--- src/rtl/audio_tx_pkg.sv ---
package audio_tx_pkg;

  localparam int SLOT_W = 20;

  typedef enum logic [1:0] {
    SZ_16 = 2'd0,
    SZ_18 = 2'd1,
    SZ_20 = 2'd2,
    SZ_12 = 2'd3
  } smp_size_e;

  // full-word sample, left-justified into a slot
  function automatic logic [SLOT_W-1:0] pad_word(smp_size_e sz, logic [19:0] w);
    unique case (sz)
      SZ_12:   pad_word = {w[11:0], 8'h00};
      SZ_16:   pad_word = {w[15:0], 4'h0};
      SZ_18:   pad_word = {w[17:0], 2'b00};
      default: pad_word = w;
    endcase
  endfunction

  // 16-bit half used in compact mode
  function automatic logic [SLOT_W-1:0] pad_half(smp_size_e sz, logic [15:0] h);
    if (sz == SZ_12) pad_half = {h[11:0], 8'h00};
    else             pad_half = {h, 4'h0};
  endfunction

endpackage

--- src/rtl/audio_tx_ctrl.sv ---
module audio_tx_ctrl
  import audio_tx_pkg::*;
(
  input  logic      clk_i,
  input  logic      rst_ni,
  input  logic      we_i,
  input  logic      en_i,
  input  logic      slot_i,
  input  logic [1:0] size_i,
  input  logic      compact_i,
  output logic      en_o,
  output logic      slot_o,
  output smp_size_e size_o,
  output logic      compact_o
);

  smp_size_e size_in;
  logic      compact_ok;

  assign size_in    = smp_size_e'(size_i);
  // wide samples cannot share a word
  assign compact_ok = compact_i && (size_in != SZ_18) && (size_in != SZ_20);

  always_ff @(posedge clk_i or negedge rst_ni) begin
    if (!rst_ni) begin
      en_o      <= 1'b0;
      slot_o    <= 1'b0;
      size_o    <= SZ_16;
      compact_o <= 1'b0;
    end else if (we_i) begin
      en_o      <= en_i;
      slot_o    <= slot_i;
      size_o    <= size_in;
      compact_o <= compact_ok;
    end
  end

endmodule

--- src/rtl/audio_tx_pack.sv ---
module audio_tx_pack
  import audio_tx_pkg::*;
#(
  parameter int DEPTH = 8,
  parameter int LW    = $clog2(DEPTH) + 1
) (
  input  logic              wr_valid_i,
  input  logic [31:0]       data_i,
  input  smp_size_e         size_i,
  input  logic              compact_i,
  input  logic [LW-1:0]     level_i,
  output logic [1:0]        n_push_o,
  output logic [SLOT_W-1:0] ent0_o,
  output logic [SLOT_W-1:0] ent1_o
);

  localparam logic [LW:0] DEPTH_X = (LW+1)'(DEPTH);

  logic [SLOT_W-1:0] half_pad [2];
  logic [LW:0]       lvl_x;
  logic              room_one, room_two;

  for (genvar g = 0; g < 2; g++) begin : g_half
    assign half_pad[g] = pad_half(size_i, data_i[16*g +: 16]);
  end

  assign lvl_x    = {1'b0, level_i};
  assign room_one = lvl_x < DEPTH_X;
  assign room_two = (lvl_x + (LW+1)'(2)) < DEPTH_X;

  always_comb begin
    n_push_o = 2'd0;
    if (wr_valid_i) begin
      if (compact_i) n_push_o = room_two ? 2'd2 : 2'd0;
      else           n_push_o = room_one ? 2'd1 : 2'd0;
    end
  end

  assign ent0_o = compact_i ? half_pad[0] : pad_word(size_i, data_i[19:0]);
  assign ent1_o = half_pad[1];

endmodule

--- src/rtl/audio_tx_store.sv ---
module audio_tx_store
  import audio_tx_pkg::*;
#(
  parameter int DEPTH = 8,
  parameter int AW    = $clog2(DEPTH),
  parameter int LW    = AW + 1
) (
  input  logic              clk_i,
  input  logic              rst_ni,
  input  logic [1:0]        n_push_i,
  input  logic [SLOT_W-1:0] d0_i,
  input  logic [SLOT_W-1:0] d1_i,
  input  logic              pop_i,
  output logic [SLOT_W-1:0] rd0_o,
  output logic [SLOT_W-1:0] rd1_o,
  output logic [LW-1:0]     level_o
);

  logic [SLOT_W-1:0] mem_q [DEPTH];
  logic [AW-1:0]     wptr_q, rptr_q;
  logic [AW-1:0]     wptr_nx, rptr_nx;

  assign wptr_nx = wptr_q + AW'(1);
  assign rptr_nx = rptr_q + AW'(1);

  always_ff @(posedge clk_i) begin
    if (n_push_i != 2'd0) mem_q[wptr_q]  <= d0_i;
    if (n_push_i == 2'd2) mem_q[wptr_nx] <= d1_i;
  end

  always_ff @(posedge clk_i or negedge rst_ni) begin
    if (!rst_ni) begin
      wptr_q  <= '0;
      rptr_q  <= '0;
      level_o <= '0;
    end else begin
      wptr_q  <= wptr_q + AW'(n_push_i);
      rptr_q  <= rptr_q + (pop_i ? AW'(2) : AW'(0));
      level_o <= level_o + LW'(n_push_i) - (pop_i ? LW'(2) : LW'(0));
    end
  end

  assign rd0_o = mem_q[rptr_q];
  assign rd1_o = mem_q[rptr_nx];

endmodule

--- src/rtl/audio_tx_status.sv ---
module audio_tx_status #(
  parameter int DEPTH = 8,
  parameter int LW    = $clog2(DEPTH) + 1
) (
  input  logic          clk_i,
  input  logic          rst_ni,
  input  logic          wr_try_i,
  input  logic [LW-1:0] lvl_push_i,
  input  logic          pop_i,
  input  logic [LW-1:0] lvl_post_i,
  output logic          empty_o,
  output logic          half_o,
  output logic          full_o,
  output logic          urun_o
);

  localparam logic [LW-1:0] HALF_L  = LW'(DEPTH / 2);
  localparam logic [LW-1:0] DEPTH_L = LW'(DEPTH);

  logic e_n, h_n, f_n, u_n;

  // write effects first, drain effects override
  always_comb begin
    e_n = empty_o;
    h_n = half_o;
    f_n = full_o;
    u_n = urun_o;
    if (wr_try_i) begin
      if (lvl_push_i != '0) begin
        e_n = 1'b0;
        u_n = 1'b0;
      end
      if (lvl_push_i >= HALF_L)  h_n = 1'b0;
      if (lvl_push_i >= DEPTH_L) f_n = 1'b1;
    end
    if (pop_i) begin
      f_n = 1'b0;
      if (lvl_post_i <= HALF_L) h_n = 1'b1;
      if (lvl_post_i == '0) begin
        e_n = 1'b1;
        u_n = 1'b1;
      end
    end
  end

  always_ff @(posedge clk_i or negedge rst_ni) begin
    if (!rst_ni) begin
      empty_o <= 1'b1;
      half_o  <= 1'b1;
      full_o  <= 1'b0;
      urun_o  <= 1'b0;
    end else begin
      empty_o <= e_n;
      half_o  <= h_n;
      full_o  <= f_n;
      urun_o  <= u_n;
    end
  end

endmodule

--- src/rtl/audio_tx_fifo.sv ---
module audio_tx_fifo
  import audio_tx_pkg::*;
#(
  parameter int DEPTH = 8
) (
  input  logic        clk_i,
  input  logic        rst_ni,
  input  logic        cfg_we_i,
  input  logic        cfg_en_i,
  input  logic        cfg_slot_i,
  input  logic [1:0]  cfg_size_i,
  input  logic        cfg_compact_i,
  input  logic        wr_valid_i,
  input  logic [31:0] wr_data_i,
  input  logic        pair_ready_i,
  output logic        pair_valid_o,
  output logic [19:0] pair_left_o,
  output logic [19:0] pair_right_o,
  output logic        empty_o,
  output logic        half_empty_o,
  output logic        full_o,
  output logic        underrun_o
);

  localparam int AW = $clog2(DEPTH);
  localparam int LW = AW + 1;
  localparam logic [LW-1:0] HALF_L = LW'(DEPTH / 2);

  logic        en_q, slot_q, compact_q;
  smp_size_e   size_q;
  logic [1:0]  n_push;
  logic [SLOT_W-1:0] ent0, ent1;
  logic [LW-1:0] level_q, lvl_push, lvl_post;
  logic        fire, burst_q;

  audio_tx_ctrl u_ctrl (
    .clk_i    (clk_i),
    .rst_ni   (rst_ni),
    .we_i     (cfg_we_i),
    .en_i     (cfg_en_i),
    .slot_i   (cfg_slot_i),
    .size_i   (cfg_size_i),
    .compact_i(cfg_compact_i),
    .en_o     (en_q),
    .slot_o   (slot_q),
    .size_o   (size_q),
    .compact_o(compact_q)
  );

  audio_tx_pack #(.DEPTH(DEPTH), .LW(LW)) u_pack (
    .wr_valid_i(wr_valid_i),
    .data_i    (wr_data_i),
    .size_i    (size_q),
    .compact_i (compact_q),
    .level_i   (level_q),
    .n_push_o  (n_push),
    .ent0_o    (ent0),
    .ent1_o    (ent1)
  );

  audio_tx_store #(.DEPTH(DEPTH), .AW(AW), .LW(LW)) u_store (
    .clk_i   (clk_i),
    .rst_ni  (rst_ni),
    .n_push_i(n_push),
    .d0_i    (ent0),
    .d1_i    (ent1),
    .pop_i   (fire),
    .rd0_o   (pair_left_o),
    .rd1_o   (pair_right_o),
    .level_o (level_q)
  );

  // burst keeps draining below the half mark after the first accepted pair
  assign pair_valid_o = en_q && slot_q &&
                        ((level_q >= HALF_L) || (burst_q && (level_q >= LW'(2))));
  assign fire     = pair_valid_o && pair_ready_i;
  assign lvl_push = level_q + LW'(n_push);
  assign lvl_post = lvl_push - (fire ? LW'(2) : LW'(0));

  always_ff @(posedge clk_i or negedge rst_ni) begin
    if (!rst_ni) burst_q <= 1'b0;
    else         burst_q <= fire && (lvl_post >= LW'(2));
  end

  audio_tx_status #(.DEPTH(DEPTH), .LW(LW)) u_status (
    .clk_i     (clk_i),
    .rst_ni    (rst_ni),
    .wr_try_i  (wr_valid_i),
    .lvl_push_i(lvl_push),
    .pop_i     (fire),
    .lvl_post_i(lvl_post),
    .empty_o   (empty_o),
    .half_o    (half_empty_o),
    .full_o    (full_o),
    .urun_o    (underrun_o)
  );

endmodule

--- config.mk ---
export PLATFORM = sky130hd
export DESIGN_NAME = audio_tx_fifo
export DESIGN_NICKNAME = d
export VERILOG_FILES = /design/src/rtl/audio_tx_pkg.sv /design/src/rtl/audio_tx_ctrl.sv /design/src/rtl/audio_tx_pack.sv /design/src/rtl/audio_tx_store.sv /design/src/rtl/audio_tx_status.sv /design/src/rtl/audio_tx_fifo.sv
export SDC_FILE = /design/constraint.sdc
export NUM_CORES = 1
export LEC_CHECK = 0
export BUFFER_PORTS_ARGS = -buffer_cell sky130_fd_sc_hd__buf_4
export CORE_MARGIN = 4
export CORE_UTILIZATION = 40
export DETAILED_ROUTE_END_ITERATION = 8
export PLACE_DENSITY = 0.53
export SYNTH_ARGS = -nofsm -noshare
export SYNTH_HDL_FRONTEND = slang
export SYNTH_HIERARCHICAL = 1
export SYNTH_SLANG_ARGS = --single-unit
--- constraint.sdc ---
create_clock -name clk_i -period 9.2 [get_ports clk_i]
set_input_delay 0.92 -clock clk_i [delete_from_list [all_inputs] [get_ports clk_i]]
set_output_delay 0.92 -clock clk_i [all_outputs]
set_load 0.02 [all_outputs]
==> results.md <==
- Final setup fails: 0
- Hold Slack: 0.3628 ns
- Max VDD drop: 0.1124 mV
- Setup CP Type: flop to flop
- Initial antenna violation count: 0
- Initial Utilization: 40.44%
- Final min period: 4.107 ns
- Htree depth: 4
- Root buffer cell: clkbuf_16
- Synth Flop Type: edfxtp_1
- Crit-path max FO: 24
- Req. time, crit path: 9.56 ns
- Via count: 5737
- Synth unique cells: 60
- GR Layer Usage met3: 3.669%
- Synthesized area: 9807 um2
- Antenna Diode Count: 0
- Met1 Use GR: 25.57%
- Nets: 747
- Core ar.: 24250 um2
- Post-cts sizing count: 0
- Worst skew pair latency: 0.43 ns
- Status: finished, final reports clean
- Worst-path clk slew: 0.07 ns
- Post-CTS Setup Inserts: 0
- Overall routing resource usage: 19.71%
- Register bit count reported by yosys: 179
- Post-DP Area: 10790 um2
- Clk_skew: 0.01087 ns
- Grt total ovfl: 0
- Final Hold Viols: 0
- Pre-CTS WS: 4.639 ns
- Worst EP arrival: 4.46 ns
- Total wire length: 26080 um
- PnR worst setup slack: 5.093 ns
- Most frequent cells in the layout: mux2_2, edfxtp_1, buf_4, mux4_2, clkbuf_16
- RSZ-0062 raised after global routing: no
- DR DRC count: 0
- Seq/Total Area, Yosys: 53.87%
- Num CTS Buffers: 17
- Worst slew pin tran: 1.162 ns
- Top Ports: 87
- Worst hold path class: input pin to async pin
- Slew margin rel.: 22.08%
- Sw Share: 35.62%
- Die Area: 27090 um2
- Final instance area: 11340 um2
- 1st-iter DRT viols: 433
- Reg power frac: 36.9%
- Fmax: 243.5 MHz
- Crit share post-route: 44.64%
- Mapped Avg Cell Area: 15.92 um2
- Die height: 164.6 um
- Clk pwr share: 23.1%
- Max Root-Sink Buffers: 2
- Most Used Layer, Global Route: met2
- YS warnings: 6
- CP endpoint kind: flop
- TNS Setup: 0 ns
- Top cell type's share of synthesized area: 48.99%
- First-pass GRT wire length: 38590 um
- Area Growth Syn to Fin: 15.62%
- Port bufs: 86
- Area leader, netlist: edfxtp_1
- Row Count: 57
- Post-CTS Hold Fix Bufs: 0
- Met2 GRT Util: 33.54%
- Post-DR vias/cell: 5.575
- Routed len/inst: 25.34 um
- Commonest non-fill, non-tap cell in the layout: mux2_2
- Sink Count: 179
- EDFF count, synth: 160
- Cells after synthesis: 616
- Flop-to-flop setup slack: 5.09 ns
- Fin. max-slew vios: 0
- Worst setup SP type: flop
- GP Congestion: 0.8203
- Fill cell total of the finished layout: 2152
- Pin count of the biggest net entering global routing: 42
- Die width: 164.6 um
- Pleak: 4.063 nW
- Final HPWL DP: 16190 um
- FFs w/ async S/R, synth: 10.61%
- Gate power share: 40.1%
- Antenna viol nets, final: 0
- Cell Int Power: 1.932 mW
- Power density over the cells: 264.6 nW/um2
- CTS tree: built
- Detailed Routing Iterations Pass 1: 5
- Layout cells sized above 1: 53.05%
- Sw Pwr: 1.069 mW
- Main area contributors after synthesis: edfxtp_1, mux2_2, mux4_2
- Vias in the first global route: 6063
- Max-Cap Viols: 0
## cell families after synthesis
| logic type | after synthesis | share of synthesized area (%) |
|---|---|---|
| DFF | 179 | 53.87 |
| buffers and inverters | 57 | 3.304 |
| xor gates and xnor gates | 11 | 1.136 |
| other | 1 | 0.03824 |
| muxes | 238 | 31.78 |
| adders and majority gates | 13 | 1.888 |
| and+or+nand+nor | 47 | 3.100 |
| AOI/OAI and AO/OA | 70 | 4.886 |
## cell usage after synthesis (7+ instances only)
cell / instances
dfrtp_1: 17
nor2_1: 9
mux2_2: 180
buf_4: 7
mux4_2: 40
buf_2: 19
a21oi_1: 8
buf_6: 8
o22ai_1: 17
o21ai_0: 11
ha_1: 10
inv_1: 15
mux2i_1: 14
edfxtp_1: 160
a21o_1: 7
## metal layers
layer	wire length, um	share of wire, %
met2	13300	51
met5	0	0
met1	11040	42
met4	511	2.0
met3	1225	4.7
## power by group through the flow
| stage | sequential, mW | combinational (mW) | clock (mW) |
|---|---|---|---|
| 6_report | 1.11 | 1.20 | 0.692 |
| 5_1_grt | 1.12 | 1.29 | 0.746 |
| 4_1_cts | 1.11 | 1.22 | 0.712 |
| 3_5_place_dp | 1.13 | 1.22 | 0 |
| 3_3_place_gp | 1.12 | 1.20 | 0 |
| 2_1_floorplan | 1.10 | 0.818 | 0 |
## critical path: stages (launching register included)
cell and delay, ns:
dfrtp_1 0.36, buf_4 0.21, nor3b_1 0.89, ha_1 0.31, inv_1 0.06, fa_1 0.38
xnor2_1 0.25, inv_1 0.08, ha_1 0.21, xnor2_1 0.14, and3_4 0.19, or2_2 0.28
or4b_1 0.50, o2bb2ai_1 0.19
## registers in the layout, summed over array words and instances, names as in the netlist
register,flops
u_ctrl/en_o,1
u_status/empty_o,1
u_store/wptr_q,3
u_ctrl/size_o,2
u_status/full_o,1
u_store/rptr_q,2
u_ctrl/compact_o,1
u_status/half_o,1
burst_q,1
u_status/urun_o,1
u_store/level_o,4
u_ctrl/slot_o,1
u_store/mem_q,160
## layout make-up
| class | count | area (um2) | share of cell area (%) |
|---|---|---|---|
| clock buffers | 17 | 425.4 | 3.752 |
| clock inverters | 15 | 126.4 | 1.115 |
| inverters | 15 | 56.30 | 0.4966 |
| multi-input cells | 383 | 4319 | 38.09 |
| flip-flops and latches | 179 | 5285 | 46.61 |
| well taps | 324 | 405.4 | 3.575 |
| repair buffers | 96 | 720.7 | 6.356 |
## per-stage QoR
stage                     utilization [%]  cells  power, mW
after global routing                46.76   1029      3.157
final                               46.76   1029      3.000
after detailed placement            44.48    997      2.345
after global placement              44.48    997      2.323
after floorplan                         -    619      1.915
after CTS                           46.76   1029      3.043
## path summary, 6_finish.rpt
check                                              from                      endpoint  cells past startpoint
min in group clk_i         u_store/level_o[0]$_DFF_PN0_  u_store/level_o[0]$_DFF_PN0_                      1
max reg2reg                u_ctrl/compact_o$_DFFE_PN0P_    u_status/empty_o$_DFF_PN1_                     13
max in group asynchronous                        rst_ni    u_status/empty_o$_DFF_PN1_                      1
min                                              rst_ni  u_store/level_o[2]$_DFF_PN0_                      1
min reg2reg                u_store/level_o[0]$_DFF_PN0_  u_store/level_o[0]$_DFF_PN0_                      1
max                        u_ctrl/compact_o$_DFFE_PN0P_    u_status/empty_o$_DFF_PN1_                     13
(Power assumes the default switching activity.)
